[config.mk]
export PLATFORM = sky130hd
export DESIGN_NAME = ovp_ctrl
export DESIGN_NICKNAME = d
export VERILOG_FILES = /design/src/rtl/ovp_pkg.sv /design/src/rtl/ovp_sync.sv /design/src/rtl/ovp_thermal.sv /design/src/rtl/ovp_window_fsm.sv /design/src/rtl/ovp_ctrl.sv
export SDC_FILE = /design/constraint.sdc
export NUM_CORES = 1
export LEC_CHECK = 0
export ABC_CLOCK_PERIOD_IN_PS = 2600
export BUFFER_PORTS_ARGS = -buffer_cell sky130_fd_sc_hd__buf_2
export CORE_ASPECT_RATIO = 1.4
export CORE_MARGIN = 5
export CORE_UTILIZATION = 30
export DETAILED_ROUTE_END_ITERATION = 8
export GPL_TIMING_DRIVEN = 0
export SLEW_MARGIN = 20
export SYNTH_ARGS = -nofsm -noshare
export SYNTH_HDL_FRONTEND = slang
export SYNTH_HIERARCHICAL = 1
export SYNTH_SLANG_ARGS = --single-unit
export TNS_END_PERCENT = 20
[constraint.sdc]
create_clock -name clk -period 2.6 [get_ports clk]
set_clock_uncertainty 0.2 [all_clocks]
set_input_delay 0 -clock clk [delete_from_list [all_inputs] [get_ports clk]]
set_output_delay 0 -clock clk [all_outputs]
set_load 0.1 [all_outputs]
[src/rtl/ovp_pkg.sv]
// Shared types for the pulsed overload protection controller.
package ovp_pkg;

    // Protection phase of the pulse state machine.
    typedef enum logic [1:0] {
        PH_RUN   = 2'd0,  // output conducting, normal operation
        PH_SHED  = 2'd1,  // output cut for the long interval
        PH_PROBE = 2'd2   // output given back for the short retry window
    } ovp_phase_e;

endpackage

[src/rtl/ovp_sync.sv]
// Multi-stage synchroniser for one asynchronous level.
// Assumes the input is a slow level (not a pulse shorter than a clock).
module ovp_sync #(
    parameter int STAGES = 2
) (
    input  logic clk,
    input  logic rst_n,
    input  logic d,
    output logic q
);

    logic [STAGES-1:0] chain;

    generate
        if (STAGES == 1) begin : g_one
            // Single register stage.
            always_ff @(posedge clk) begin
                if (!rst_n) chain <= '0;
                else        chain <= d;
            end
        end else begin : g_many
            // Shift the input through the register chain.
            always_ff @(posedge clk) begin
                if (!rst_n) chain <= '0;
                else        chain <= {chain[STAGES-2:0], d};
            end
        end
    endgenerate

    assign q = chain[STAGES-1];

endmodule

[src/rtl/ovp_thermal.sv]
// Thermal shutdown flag with hysteresis: set by the trip indication,
// cleared only by a separate cool-down indication while not tripped.
// Assumes both inputs are already synchronous to clk.
module ovp_thermal (
    input  logic clk,
    input  logic rst_n,
    input  logic hot_trip,
    input  logic cool_ok,
    output logic hot_flag
);

    // Set has priority over release.
    always_ff @(posedge clk) begin
        if (!rst_n)        hot_flag <= 1'b0;
        else if (hot_trip) hot_flag <= 1'b1;
        else if (cool_ok)  hot_flag <= 1'b0;
    end

endmodule

[src/rtl/ovp_window_fsm.sv]
// Pulse state machine: in pulsed mode an overload sheds the output for
// OFF_TICKS timebase pulses, then probes for ON_TICKS pulses. Any overload
// seen during a probe restarts the shed at the window's end.
// In clamp mode the phase is held at RUN and the flag mirrors the overload.
// Assumes ovl_s is synchronous and tick is one cycle wide.
module ovp_window_fsm
    import ovp_pkg::*;
#(
    parameter int OFF_TICKS = 900,
    parameter int ON_TICKS  = 90
) (
    input  logic       clk,
    input  logic       rst_n,
    input  logic       active,
    input  logic       static_mode,
    input  logic       tick,
    input  logic       ovl_s,
    output ovp_phase_e phase,
    output logic       ovl_flag
);

    localparam int CNT_W = $clog2(OFF_TICKS + 1);
    localparam logic [CNT_W-1:0] OFF_LAST = CNT_W'(OFF_TICKS - 1);
    localparam logic [CNT_W-1:0] ON_LAST  = CNT_W'(ON_TICKS - 1);

    logic [CNT_W-1:0] cnt, cnt_d;
    logic             hit, hit_d;
    logic             flag_d;
    ovp_phase_e       phase_d;

    // Next-state, counter and flag decisions.
    always_comb begin
        phase_d = phase;
        cnt_d   = cnt;
        hit_d   = hit;
        flag_d  = ovl_flag;
        if (!active) begin
            phase_d = PH_RUN;
            cnt_d   = '0;
            hit_d   = 1'b0;
            flag_d  = 1'b0;
        end else if (static_mode) begin
            phase_d = PH_RUN;
            cnt_d   = '0;
            hit_d   = 1'b0;
            flag_d  = ovl_s;
        end else begin
            case (phase)
                PH_RUN: begin
                    flag_d = ovl_s;
                    if (ovl_s) begin
                        phase_d = PH_SHED;
                        cnt_d   = '0;
                    end
                end
                PH_SHED: begin
                    if (tick) begin
                        if (cnt == OFF_LAST) begin
                            phase_d = PH_PROBE;
                            cnt_d   = '0;
                            hit_d   = 1'b0;
                        end else begin
                            cnt_d = cnt + 1'b1;
                        end
                    end
                end
                PH_PROBE: begin
                    hit_d = hit | ovl_s;
                    if (tick) begin
                        if (cnt == ON_LAST) begin
                            cnt_d = '0;
                            hit_d = 1'b0;
                            if (hit | ovl_s) begin
                                phase_d = PH_SHED;
                            end else begin
                                phase_d = PH_RUN;
                                flag_d  = 1'b0;
                            end
                        end else begin
                            cnt_d = cnt + 1'b1;
                        end
                    end
                end
                default: phase_d = PH_RUN;
            endcase
        end
    end

    // State registers.
    always_ff @(posedge clk) begin
        if (!rst_n) begin
            phase    <= PH_RUN;
            cnt      <= '0;
            hit      <= 1'b0;
            ovl_flag <= 1'b0;
        end else begin
            phase    <= phase_d;
            cnt      <= cnt_d;
            hit      <= hit_d;
            ovl_flag <= flag_d;
        end
    end

endmodule

[src/rtl/ovp_ctrl.sv]
// Top of the pulsed overload protection controller. Combines the pulse
// state machine, the thermal flag and the master enable into the output
// enable and the bypass switch control.
// Assumes tick, enable, static_mode, hot_trip and cool_ok are synchronous.
module ovp_ctrl
    import ovp_pkg::*;
#(
    parameter int OFF_TICKS   = 900,
    parameter int ON_DIV      = 10,
    parameter int SYNC_STAGES = 2
) (
    input  logic clk,
    input  logic rst_n,
    input  logic tick,
    input  logic ovl_raw,
    input  logic enable,
    input  logic static_mode,
    input  logic hot_trip,
    input  logic cool_ok,
    output logic out_en,
    output logic ovl_flag,
    output logic hot_flag,
    output logic bypass_closed
);

    localparam int ON_RAW   = OFF_TICKS / ON_DIV;
    localparam int ON_TICKS = (ON_RAW > 0) ? ON_RAW : 1;

    logic       ovl_s;
    logic       active;
    ovp_phase_e phase;

    ovp_sync #(.STAGES(SYNC_STAGES)) u_sync (
        .clk   (clk),
        .rst_n (rst_n),
        .d     (ovl_raw),
        .q     (ovl_s)
    );

    ovp_thermal u_thermal (
        .clk      (clk),
        .rst_n    (rst_n),
        .hot_trip (hot_trip),
        .cool_ok  (cool_ok),
        .hot_flag (hot_flag)
    );

    // Protection runs only when enabled and not overheated.
    assign active = enable & ~hot_flag;

    ovp_window_fsm #(.OFF_TICKS(OFF_TICKS), .ON_TICKS(ON_TICKS)) u_fsm (
        .clk         (clk),
        .rst_n       (rst_n),
        .active      (active),
        .static_mode (static_mode),
        .tick        (tick),
        .ovl_s       (ovl_s),
        .phase       (phase),
        .ovl_flag    (ovl_flag)
    );

    // Output conducts unless disabled, overheated or shedding.
    assign out_en        = active & (phase != PH_SHED);
    // Bypass closes only in standby; overheating forces it open.
    assign bypass_closed = ~enable & ~hot_flag;

endmodule

---- After elaboration in Yosys (flattened, before gate mapping) ----
Index checks and enable logic that the tools add are counted.
W data, S select, Z words.
operators by class
  $add $sub $neg .......................... 1
  eq/ne operators ......................... 13
  mux-type cells .......................... 25
  bitwise gates (word level) .............. 8
  reductions and logical operators ........ 11
operators with widths
  operator                 number
  $mux W10                 5
  $pmux W10 S3             1
  $mux W1                  11
  $add A10 B1 Y10 const B  1
  $eq A10 B10 Y1 const B   1
  $eq A10 B7 Y1 const B    1
  $mux W2                  5
  $reduce_and A4 Y1        2
  $ne A2 B1 Y1 const B     3
  $ne A2 B2 Y1 const B     3
  $ne A3 B3 Y1 const B     2
  $pmux W2 S3              1
  $reduce_bool A3 Y1       2
  $reduce_and A5 Y1        1
  $not A1 Y1               4
  $pmux W1 S2              2
  $reduce_bool A2 Y1       2
  $and A1 B1 Y1            3
  $ne A3 B2 Y1 const B     1
  $reduce_and A3 Y1        1
  $reduce_or A3 Y1         1
  $eq A2 B1 Y1 const B     1
  $eq A2 B2 Y1 const B     1
  $logic_not A2 Y1         1
  other kinds (2)          2
word-level totals
  flip-flop bits (word level) ............. 17
  input port bits ......................... 8
  output and inout port bits .............. 4
  word-level logic and storage cells ...... 64

---- Depth between registers and ports, before layout ----
Gate-level depths: netlist (run 1).
  word-level depth ........................ 6
  gate-level depth with buffers ........... 8
  gate-level depth less buffers ........... 6

---- Cells and area by module ----
The synthesis (run 1) kept the hierarchy.
by module, submodules not included
  module          instances  cells each  area each (um^2)  sequential area each (um^2)
  ovp_window_fsm  1          122         988.4             280.3
  ovp_sync        1          4           52.6              40.0
  ovp_thermal     1          3           41.3              20.0
  ovp_ctrl        1          4           32.5              0.0

---- Worst setup path after synthesis (run 1) ----
No wires, ideal clock.
  path kind ............................... reg-to-reg
  start point ............................. reg u_fsm.phase[0]
  end point ............................... reg u_fsm.cnt[8]
  library setup time ...................... 67 ps
  data arrival time ....................... 2239 ps
  required time ........................... 2333 ps
  setup slack ............................. 95 ps
  stages on the path, launching flop included .. 9
  path buffers ............................ 2
  period minus slack after synthesis ...... 2505 ps
  cell sequence ........................... dfxtp_1 -> inv_1 -> ha_1 -> buf_6 -> o21ba_4 -> or4b_1 -> buf_2 -> or4_4 -> a21oi_2
between the ends
  longest elaborated chain between the ends .. 3
  elaborated cells on any way between the ends .. 9
  classes of those cells .................. eq/ne: 5; mux: 1; reduce/logical: 3
RTL lines
  item                                                                        line                  RTL
  start: declaration                                                          ovp_window_fsm.sv:18  output ovp_phase_e phase,
  start signal: assignment                                                    ovp_window_fsm.sv:97  phase <= phase_d;
  $eq A2 B2 Y1, or another cell as far along                                  ovp_window_fsm.sv:48  case (phase)
  $ne A2 B2 Y1 (no source line) / $reduce_bool A3 Y1 (equally long branches)  n/a
  $reduce_and A4 Y1 (no source line)                                          n/a
  end signal: assignment                                                      ovp_window_fsm.sv:98  cnt <= cnt_d;
  end: declaration                                                            ovp_window_fsm.sv:26  logic [CNT_W-1:0] cnt, cnt_d;
Several ways; a longest one is shown, not always the timed one.
A chain may end at the register's enable or synchronous reset.

---- Worst setup path in the final report (run 1) ----
Ends and elaborated chain as after synthesis.

==> results of run 1 <==
## logic make-up (layout without fill, tap and decap cells)
kind of cell,count (synthesis),after routing
flops,17,17
buf+inv,13,36
compound gates,45,45
fa+ha+maj,6,6
simple gates,52,52
## what timing repair did
action / in CTS / in global routing
hold endpoints to repair: 10 / 0
pin swaps: 0 / 1
hold buffers: 7 / 0
gates cloned: 0 / 0
setup endpoints to repair: 3 / 3
resized for setup: 2 / 8
buffers inserted: 0 / 1
## through the flow
stage               total power [mW]  setup TNS, ns
floorplan                      0.315              0
global placement               0.329        -0.0237
detailed placement             0.330         -0.154
CTS                            0.536              0
global route                   0.548              0
finish                         0.520              0
## power by group through the flow
stage,logic (mW),registers (mW),clock network [mW]
2_1_floorplan,0.0351,0.280,0
3_3_place_gp,0.0577,0.272,0
3_5_place_dp,0.0580,0.272,0
4_1_cts,0.0655,0.265,0.205
5_1_grt,0.0699,0.265,0.213
6_report,0.0659,0.265,0.190
## Yosys cell counts, drive strengths merged
cell type,instances
dfxtp,17
nand2,12
a21oi,10
o31ai,8
inv,7
nor2,7
o21ai,7
ha,6
a31oi,5
nand4,5
clkbuf,4
o211ai,4
and2,3
nand3,3
nor2b,3
nor4,3
or2,3
or3,3
or4,3
a21boi,2
buf,2
o2111ai,2
or4b,2
a21o,1
a31o,1
nand2b,1
nor3,1
nor3b,1
nor4b,1
nor4bb,1
o211a,1
o21a,1
o21ba,1
o311a,1
o31a,1
## path summary, 6_finish.rpt
| check | depth (start not counted) | startpoint | endpoint | slack [ns] |
|---|---|---|---|---|
| worst max-delay path | 8 | u_fsm/phase[0] | u_fsm/cnt[8] | 0.09 |
| worst min-delay path | 5 | enable | u_fsm/hit | 0.06 |
| worst max register to register | 8 | u_fsm/phase[0] | u_fsm/cnt[8] | 0.09 |
| worst min register to register | 1 | u_sync/chain[0] | u_sync/chain[1] | 0.25 |
## layout make-up
type / count / area (um2) / share of cell area [%]
Clock buffer: 4 / 45.0 / 3.29
Inverter: 7 / 26.3 / 1.92
Sequential cell: 17 / 345 / 25.2
Multi-Input combinational cell: 103 / 731 / 53.3
Buffer: 6 / 37.5 / 2.74
Timing Repair Buffer: 19 / 133 / 9.68
Tap cell: 42 / 52.6 / 3.84
## critical path: stages, from the launching register on
cell     delay [ns]
dfxtp_4        0.36
inv_1          0.06
ha_2           0.18
buf_6          0.13
o21ba_4        0.21
or4b_4         0.52
buf_6          0.15
or4_4          0.51
a21oi_2        0.13
## registers in the layout, indices dropped and copies added, names as in the netlist
| name | count |
|---|---|
| u_fsm/phase | 2 |
| u_fsm/cnt | 10 |
| u_fsm/hit | 1 |
| u_thermal/hot_flag | 1 |
| u_sync/chain | 2 |
| u_fsm/ovl_flag | 1 |
## cells in the final DEF, fill, tap and decap left out, types with 2 or more instances in the layout
cell type	instances
clkbuf_8	3
dfxtp_1	15
nor2b_4	2
nor4_1	3
a21oi_2	2
nand3_1	3
or3_1	3
clkbuf_1	5
nor2_1	7
ha_1	5
nand2_1	12
or4_4	2
buf_2	11
and2_1	3
o21ai_0	7
a31oi_1	5
o2111ai_1	2
o211ai_1	4
nand4_1	5
o31ai_1	7
inv_1	7
dlygate4sd3_1	7
a21oi_1	8
buf_6	2
or2_2	3
## per-layer routing
metal / part of all wire (%) / vias to the layer above / GRT usage [%]
met4: 0.96 / 0 / 5.31
met2: 56 / 9 / 21.5
met3: 2.4 / 2 / 1.09
met5: 0 / - / 0
li1: - / 549 / -
met1: 40 / 493 / 11.4
==> metrics.txt, run 1 <==
Skew-Pair Late Insertion Delay=0.25 ns; Sequential Power Share=50.9%; #FFs+latches synth=17; P_int=0.394 mW; Synth Area in Simple Gates=between 20% and 30%; CTS Buf Count=3; root buf cell=clkbuf_8; WL final=around 2600 um; Synth area leaders=dfxtp_1 31%, ha_1 6.7%, o31ai_1 4.7%, a21oi_1 4.0%, nand2_1 4.0%; Layout Nets=171; switching share of total power=24.4%; hpwl dp=1980 um; first-pass GRT wire length=4310 um; fin util=37.9%; Synth Area in Adders=6.73%; Setup Viol. Count Final=0; synthesized cell area=between 1000 and 1500 um2; Placed Instances=roughly 190; layout filler cell count=368; clk sinks=17; crit-path max FO=9; Max Buffers Root-to-Sink=2; outcome=complete, no violations; hold_ws=0.0644 ns; Total GRT Usage=about 11%; fin crit share=approximately 96%; Hold WC Path Type=in2reg; initial antenna violation count=0; PwrDens=around 380 nW/um2; clock power share=36.4%; H-tree Lvls=1; IO Pins=12; Mapped Nets=approximately 150; Post-Synth XOR/XNOR Area=0%; die extent in x=about 60 um; Synth Area in Compound Gates=29.7%; Detailed Route Iter0 Violations=15; Comb pwr share=12.7%; largest area contributor in the netlist=dfxtp_1; Max Clock Freq=roughly 400 MHz; Area Growth Syn to Fin=22.9%; die span in y=82.1 um; Avg Inst Size Synth=8.38 um2; Place WS=-0.0918 ns; crit end category=flip-flop; Reg clk slew, reported paths=0.06 ns; mux share of post-synthesis cell area=0%; Overflow after GRT=0; final worst path period need=2.51 ns; WS Path Type=reg2reg; antenna cells=0; worst path required time=2.58 ns; site row count=26; WL/cell=13.1 um; synth warn=6; cell count after synthesis=roughly 130; max_cap viols=0; largest net degree at the start of global routing=10; share of layout cells above drive strength 1=a little under a quarter; CTS tree=done; DRC errors left=0; critical path data arrival time=between 2 and 2.5 ns; RSZ-0062 raised after global routing=no; IO buf count=11; Pins Over Slew Limit=0; register area share after synthesis=30.5%; non-filler instance count after layout=198; die area=~5100 um2; NetSw=0.127 mW; Netlist cell types=42; Rel. slew slack=43.6%; Starting Density=30.9%; post-route ant nets=0; first drt pass iteration count=4; Synth top area share=30.5%; post-route cell area=1370 um2; vias in the first global route=1010; maximum VDD drop=0.249 mV; largest family of logic cells by synthesized area=compound AO/OA/AOI/OAI gates; Lkg Pwr=0.465 nW; Slew @ Worst Pin=0.842 ns; final worst slack=~0.093 ns; total core area=~3600 um2; Fin. Hold Viols=0; CP startpoint kind=flip-flop; vias=1053; Via density=5.32; GPL Wtd Cong=0.800; placed cell areas=1220 um2
No activity file was read; power rests on OpenSTA's default activity.
==> inputs of run 2 (changes only) <==
Settings changed: CAP_MARGIN set to 30, RECOVER_POWER set to 100.
==> run 2 against run 1 <==
Compared with the run above: register-to-register slack about the same; via count increased by 0.19%; non-clock buffer count unchanged; clock power about the same; sequential power barely moved; power fell by 0.43%; sequential share of layout area increased by 0.40 points; first-iteration DRC count is the same; flip-flop and latch count did not move; final cell count did not move.
==> metrics.txt, run 2 (same netlist as run 1, synthesis figures left out) <==
Area Growth Syn to Fin=21.0%; switching share of total power=24.4%; Detailed Route Iter0 Violations=15; CP most frequent cell=buf_6; Hold WC Path Type=in2reg; die area=between 5000 and 6000 um2; die extent in x=61.5 um; IO buf count=11; WL/cell=13.1 um; Largest regs=u_fsm/cnt (10), u_fsm/phase (2), u_sync/chain (2); slowest CP cell=or4b_4; critical path data arrival time=roughly 2.5 ns; share of layout cells above drive strength 1=18.6%; clock power share=36.6%; crit-path max FO=9; delay-heaviest family, CP=simple AND/OR/NAND/NOR gates; DRC errors left=0; RSZ-0062 raised after global routing=no; Pins Over Slew Limit=0; CTS Buf Count=3; sum of buffers and inverters on the critical path=3; max_cap viols=0; total core area=3610 um2; NetSw=around 0.13 mW; Reg clk slew, reported paths=0.06 ns; final worst path period need=2.51 ns; Sequential Power Share=51.2%; WS Path Type=reg2reg; initial antenna violation count=0; max reg flops=10; CP startpoint kind=flip-flop; H-tree Lvls=1; hpwl dp=1980 um; P_int=a little under 0.4 mW; CTS tree=done; Layout Nets=171; most frequent cells in the layout=15 x dfxtp_1, 12 x nand2_1, 10 x clkbuf_1, 10 x a21oi_1; Starting Density=30.9%; leading cell type in the layout, fill and taps excluded=dfxtp_1; Top reg by flops=u_fsm/cnt; Total GRT Usage=11.2%; vias in the first global route=1010; Comb pwr share=12.2%; GPL Wtd Cong=0.800; non-filler instance count after layout=198; Via density=5.33; Placed Instances=186; crit end category=flip-flop; vias=1055; die span in y=82.1 um; Slew @ Worst Pin=~1.2 ns; Design Power=0.518 mW; Lkg Pwr=0.445 nW; post-route ant nets=0; Rel. slew slack=approximately 22%; Critical Path Max Stage Delay=0.52 ns; PwrDens=384 nW/um2; first drt pass iteration count=4; worst path required time=2.58 ns; antenna cells=0; IO Pins=12; site row count=26; outcome=complete, no violations; Skew-Pair Late Insertion Delay=between 0.2 and 0.3 ns; fin crit share=~97%; Overflow after GRT=0; clk sinks=17; first-pass GRT wire length=4310 um; root buf cell=clkbuf_8; Setup Viol. Count Final=0; maximum VDD drop=between 0.2 and 0.25 mV; Max Clock Freq=398 MHz; WL final=2600 um; Max Buffers Root-to-Sink=2; largest net degree at the start of global routing=10; Cell Chain, Critical Path=inv_1 > ha_2 > buf_6 > o21ba_4 > or4b_4 > buf_6 > or4_4 > a21oi_1; Fin. Hold Viols=0
-- run 2: what timing repair did --
item | 4_1_cts | 5_1_grt
hold buffers | 7 | 0
endpoints found under the hold margin | 10 | 0
pin swaps | 0 | 1
resized for setup | 2 | 8
endpoints found under the setup margin | 3 | 3
cloned | 0 | 0
buffers inserted | 0 | 1
-- run 2: power groups by stage --
stage          registers, mW  clock network, mW  logic [mW]
6_report               0.265              0.190      0.0633
5_1_grt                0.265              0.213      0.0676
4_1_cts                0.265              0.205      0.0655
3_5_place_dp           0.272                  0      0.0580
3_3_place_gp           0.272                  0      0.0577
2_1_floorplan          0.280                  0      0.0351
-- run 2: worst paths after layout --
path / start / endpoint / cells after the start / slack (ns)
setup / recovery: u_fsm/phase[0] / u_fsm/cnt[8] / 8 / 0.09
hold / removal: enable / u_fsm/hit / 5 / 0.06
setup reg to reg: u_fsm/phase[0] / u_fsm/cnt[8] / 8 / 0.09
hold reg to reg: u_sync/chain[0] / u_sync/chain[1] / 1 / 0.25
-- run 2: worst register-to-register path, stage by stage, from the launching register on --
cell     delay (ns)
dfxtp_4        0.36
inv_1          0.06
ha_2           0.18
buf_6          0.13
o21ba_4        0.21
or4b_4         0.52
buf_6          0.15
or4_4          0.50
a21oi_1        0.14
-- run 2: area by class of cell --
class | instances | area (um2)
Buffer | 6 | 37.5
Clock buffer | 4 | 45.0
Fill cell | 371 | 2260
Inverter | 7 | 26.3
Multi-Input combinational cell | 103 | 716
Sequential cell | 17 | 345
Tap cell | 42 | 52.6
Timing Repair Buffer | 19 | 126
-- run 2: per-layer routing --
metal / vias to the layer above / share of wire [%] / GRT usage (%)
met5: - / 0 / 0
met4: 0 / 0.96 / 5.31
met3: 2 / 2.0 / 1.09
met2: 9 / 56 / 21.5
met1: 495 / 41 / 11.4
li1: 549 / - / -
-- run 2: per-stage QoR --
stage	setup TNS (ns)	setup slack [ns]	util [%]	hold slack, ns	instance area [um2]
3_5_place_dp	-0.154	-0.0918	33.9	0.0167	1220
4_1_cts	0	0.00309	37.1	0.0602	1340
3_3_place_gp	-0.0237	-0.0237	33.9	0.00514	1220
6_report	0	0.0879	37.4	0.0646	1350
2_1_floorplan	0	0.0947	-	-0.0825	1110
5_1_grt	0	0.0166	37.4	0.111	1350
==> inputs of run 3 (changes only) <==
Settings changed: CORE_ASPECT_RATIO 1.4 to unset.
==> run 3 against run 2 <==
Compared with the run above: critical path depth unchanged; final area up 0.83%; final cell count up 3.0%; clock power about the same; die area down 0.34%; via count up 2.8%; routed wire length up 4.5%; sequential power about the same; setup slack worse by 0.010 ns; power up 0.29%; highest routed layer unchanged.
==> metrics.txt, run 3 (same netlist as run 1, synthesis figures left out) <==
outcome=complete, no violations; crit-path max FO=9; WL/cell=13.3 um; CP most frequent cell=buf_6; Setup Viol. Count Final=0; Max Buffers Root-to-Sink=2; Detailed Route Iter0 Violations=64; RSZ-0062 raised after global routing=yes; max_cap viols=0; total core area=around 3600 um2; antenna cells=0; FF-to-FF Start=u_fsm/phase[0]; Starting Density=approximately 31%; Lkg Pwr=0.447 nW; Cell Chain, Critical Path=inv_1 > ha_1 > buf_6 > o21ba_4 > or4b_4 > buf_6 > or4_4 > a21oi_2; DRC errors left=0; first drt pass iteration count=4; CTS Buf Count=3; flop2flop setup slack=0.08 ns; Multi-input gate area=719 um2; Worst Hold End=u_fsm/hit; first-pass GRT wire length=4580 um; final worst path period need=2.52 ns; Reg clk slew, reported paths=0.06 ns; R2R depth=8; Total GRT Usage=11.0%; Fin. Hold Viols=0; slowest CP cell=or4b_4; Hold WC Path Type=in2reg; CP startpoint kind=flip-flop; die area=5040 um2; initial antenna violation count=0; crit end category=flip-flop; FF/Latch Area=345 um2; Critical Path Max Stage Delay=between 0.5 and 0.6 ns; Slew @ Worst Pin=1.17 ns; fin crit share=between 90% and 100%; layout filler cell count=379; die span in y=71.0 um; GPL Wtd Cong=0.767; root buf cell=clkbuf_8; total negative setup slack=0 ns; PwrDens=382 nW/um2; worst path required time=2.58 ns; Rel. slew slack=between 20% and 30%; RR Endpoint=u_fsm/cnt[8]; CTS tree=done; site row count=22; Overflow after GRT=0; leading cell type in the layout, fill and taps excluded=dfxtp_1; maximum VDD drop=0.118 mV; share of layout cells above drive strength 1=18.6%; vias=1085; hold path depth=5; Via density=about 5.3; WS Path Type=reg2reg; Area Growth Syn to Fin=22.0%; max reg flops=10; H-tree Lvls=1; Worst Hold Launch=enable; Design Power=about 0.52 mW; WL final=2720 um; most frequent cells in the layout=15 x dfxtp_1, 12 x nand2_1, 10 x clkbuf_1, 9 x a21oi_1; hpwl dp=just under 2000 um; IO buf count=11; die extent in x=a little over 70 um; clk sinks=17; post-route ant nets=0; Layout Nets=171; Pins Over Slew Limit=0; Top reg by flops=u_fsm/cnt; Largest regs=u_fsm/cnt (10), u_fsm/phase (2), u_sync/chain (2); IO Pins=12; Max Clock Freq=~400 MHz; Skew-Pair Late Insertion Delay=0.25 ns; critical path data arrival time=2.51 ns; largest net degree at the start of global routing=10; vias in the first global route=1073
-- run 3: worst max path at each step --
stage / endpoint / slack (ns) / depth (start not counted) / startpoint
2_1_floorplan: u_fsm/cnt[8] / 0.09 / 8 / u_fsm/phase[0]
3_3_place_gp: u_fsm/cnt[8] / -0.02 / 8 / u_fsm/phase[0]
3_5_place_dp: u_fsm/cnt[8] / -0.05 / 8 / u_fsm/phase[0]
4_1_cts: u_fsm/cnt[8] / 0.007 / 8 / u_fsm/phase[0]
5_1_grt: u_fsm/cnt[5] / -0.03 / 8 / u_fsm/phase[0]
6_report: u_fsm/cnt[8] / 0.08 / 8 / u_fsm/phase[0]
-- run 3: metal layers --
layer	vias up	GRT usage (%)	routed length, um
met1	512	11.5	1150
met2	23	20.8	1460
li1	548	-	-
met4	0	5.64	27
met5	-	0	0
met3	2	1.70	83
-- run 3: stage by stage --
stage	area [um2]	cells	utilization, %	hold slack, ns	worst slack [ns]
2_1_floorplan	1110	133	-	-0.0825	0.0947
3_3_place_gp	1230	192	33.8	0.00710	-0.0214
3_5_place_dp	1230	192	33.8	0.00605	-0.0458
4_1_cts	1350	203	37.1	0.0655	0.00737
5_1_grt	1360	204	37.4	0.0877	-0.0310
6_report	1360	204	37.4	0.0658	0.0779
-- run 3: timing repair --
item | in CTS | in global routing
pin swaps | 0 | 0
hold buffers | 7 | 0
buffers inserted | 0 | 1
endpoints found under the setup margin | 3 | 5
resized for setup | 2 | 5
endpoints found under the hold margin | 10 | 0
-- run 3: worst max-delay path, delay by kind of cell (launching register included) --
| family | cells | cell delay, ns |
|---|---|---|
| flops | 1 | 0.36 |
| buf+inv | 3 | 0.35 |
| fa+ha+maj | 1 | 0.20 |
| compound gates | 2 | 0.35 |
| simple gates | 2 | 1.01 |
-- run 3: power by group --
part           internal [mW]  total (mW)  switching [mW]
Sequential             0.262       0.265         0.00266
Combinational         0.0208      0.0638          0.0430
Clock                  0.108       0.191          0.0825
Total                  0.392       0.520           0.128
-- run 3: layout make-up --
type,instances,share of cell area [%]
Clock buffer,4,3.31
Timing Repair Buffer,19,9.29
Buffer,6,2.76
Inverter,7,1.93
Sequential cell,17,25.4
Multi-Input combinational cell,103,52.9
Tap cell,48,4.42
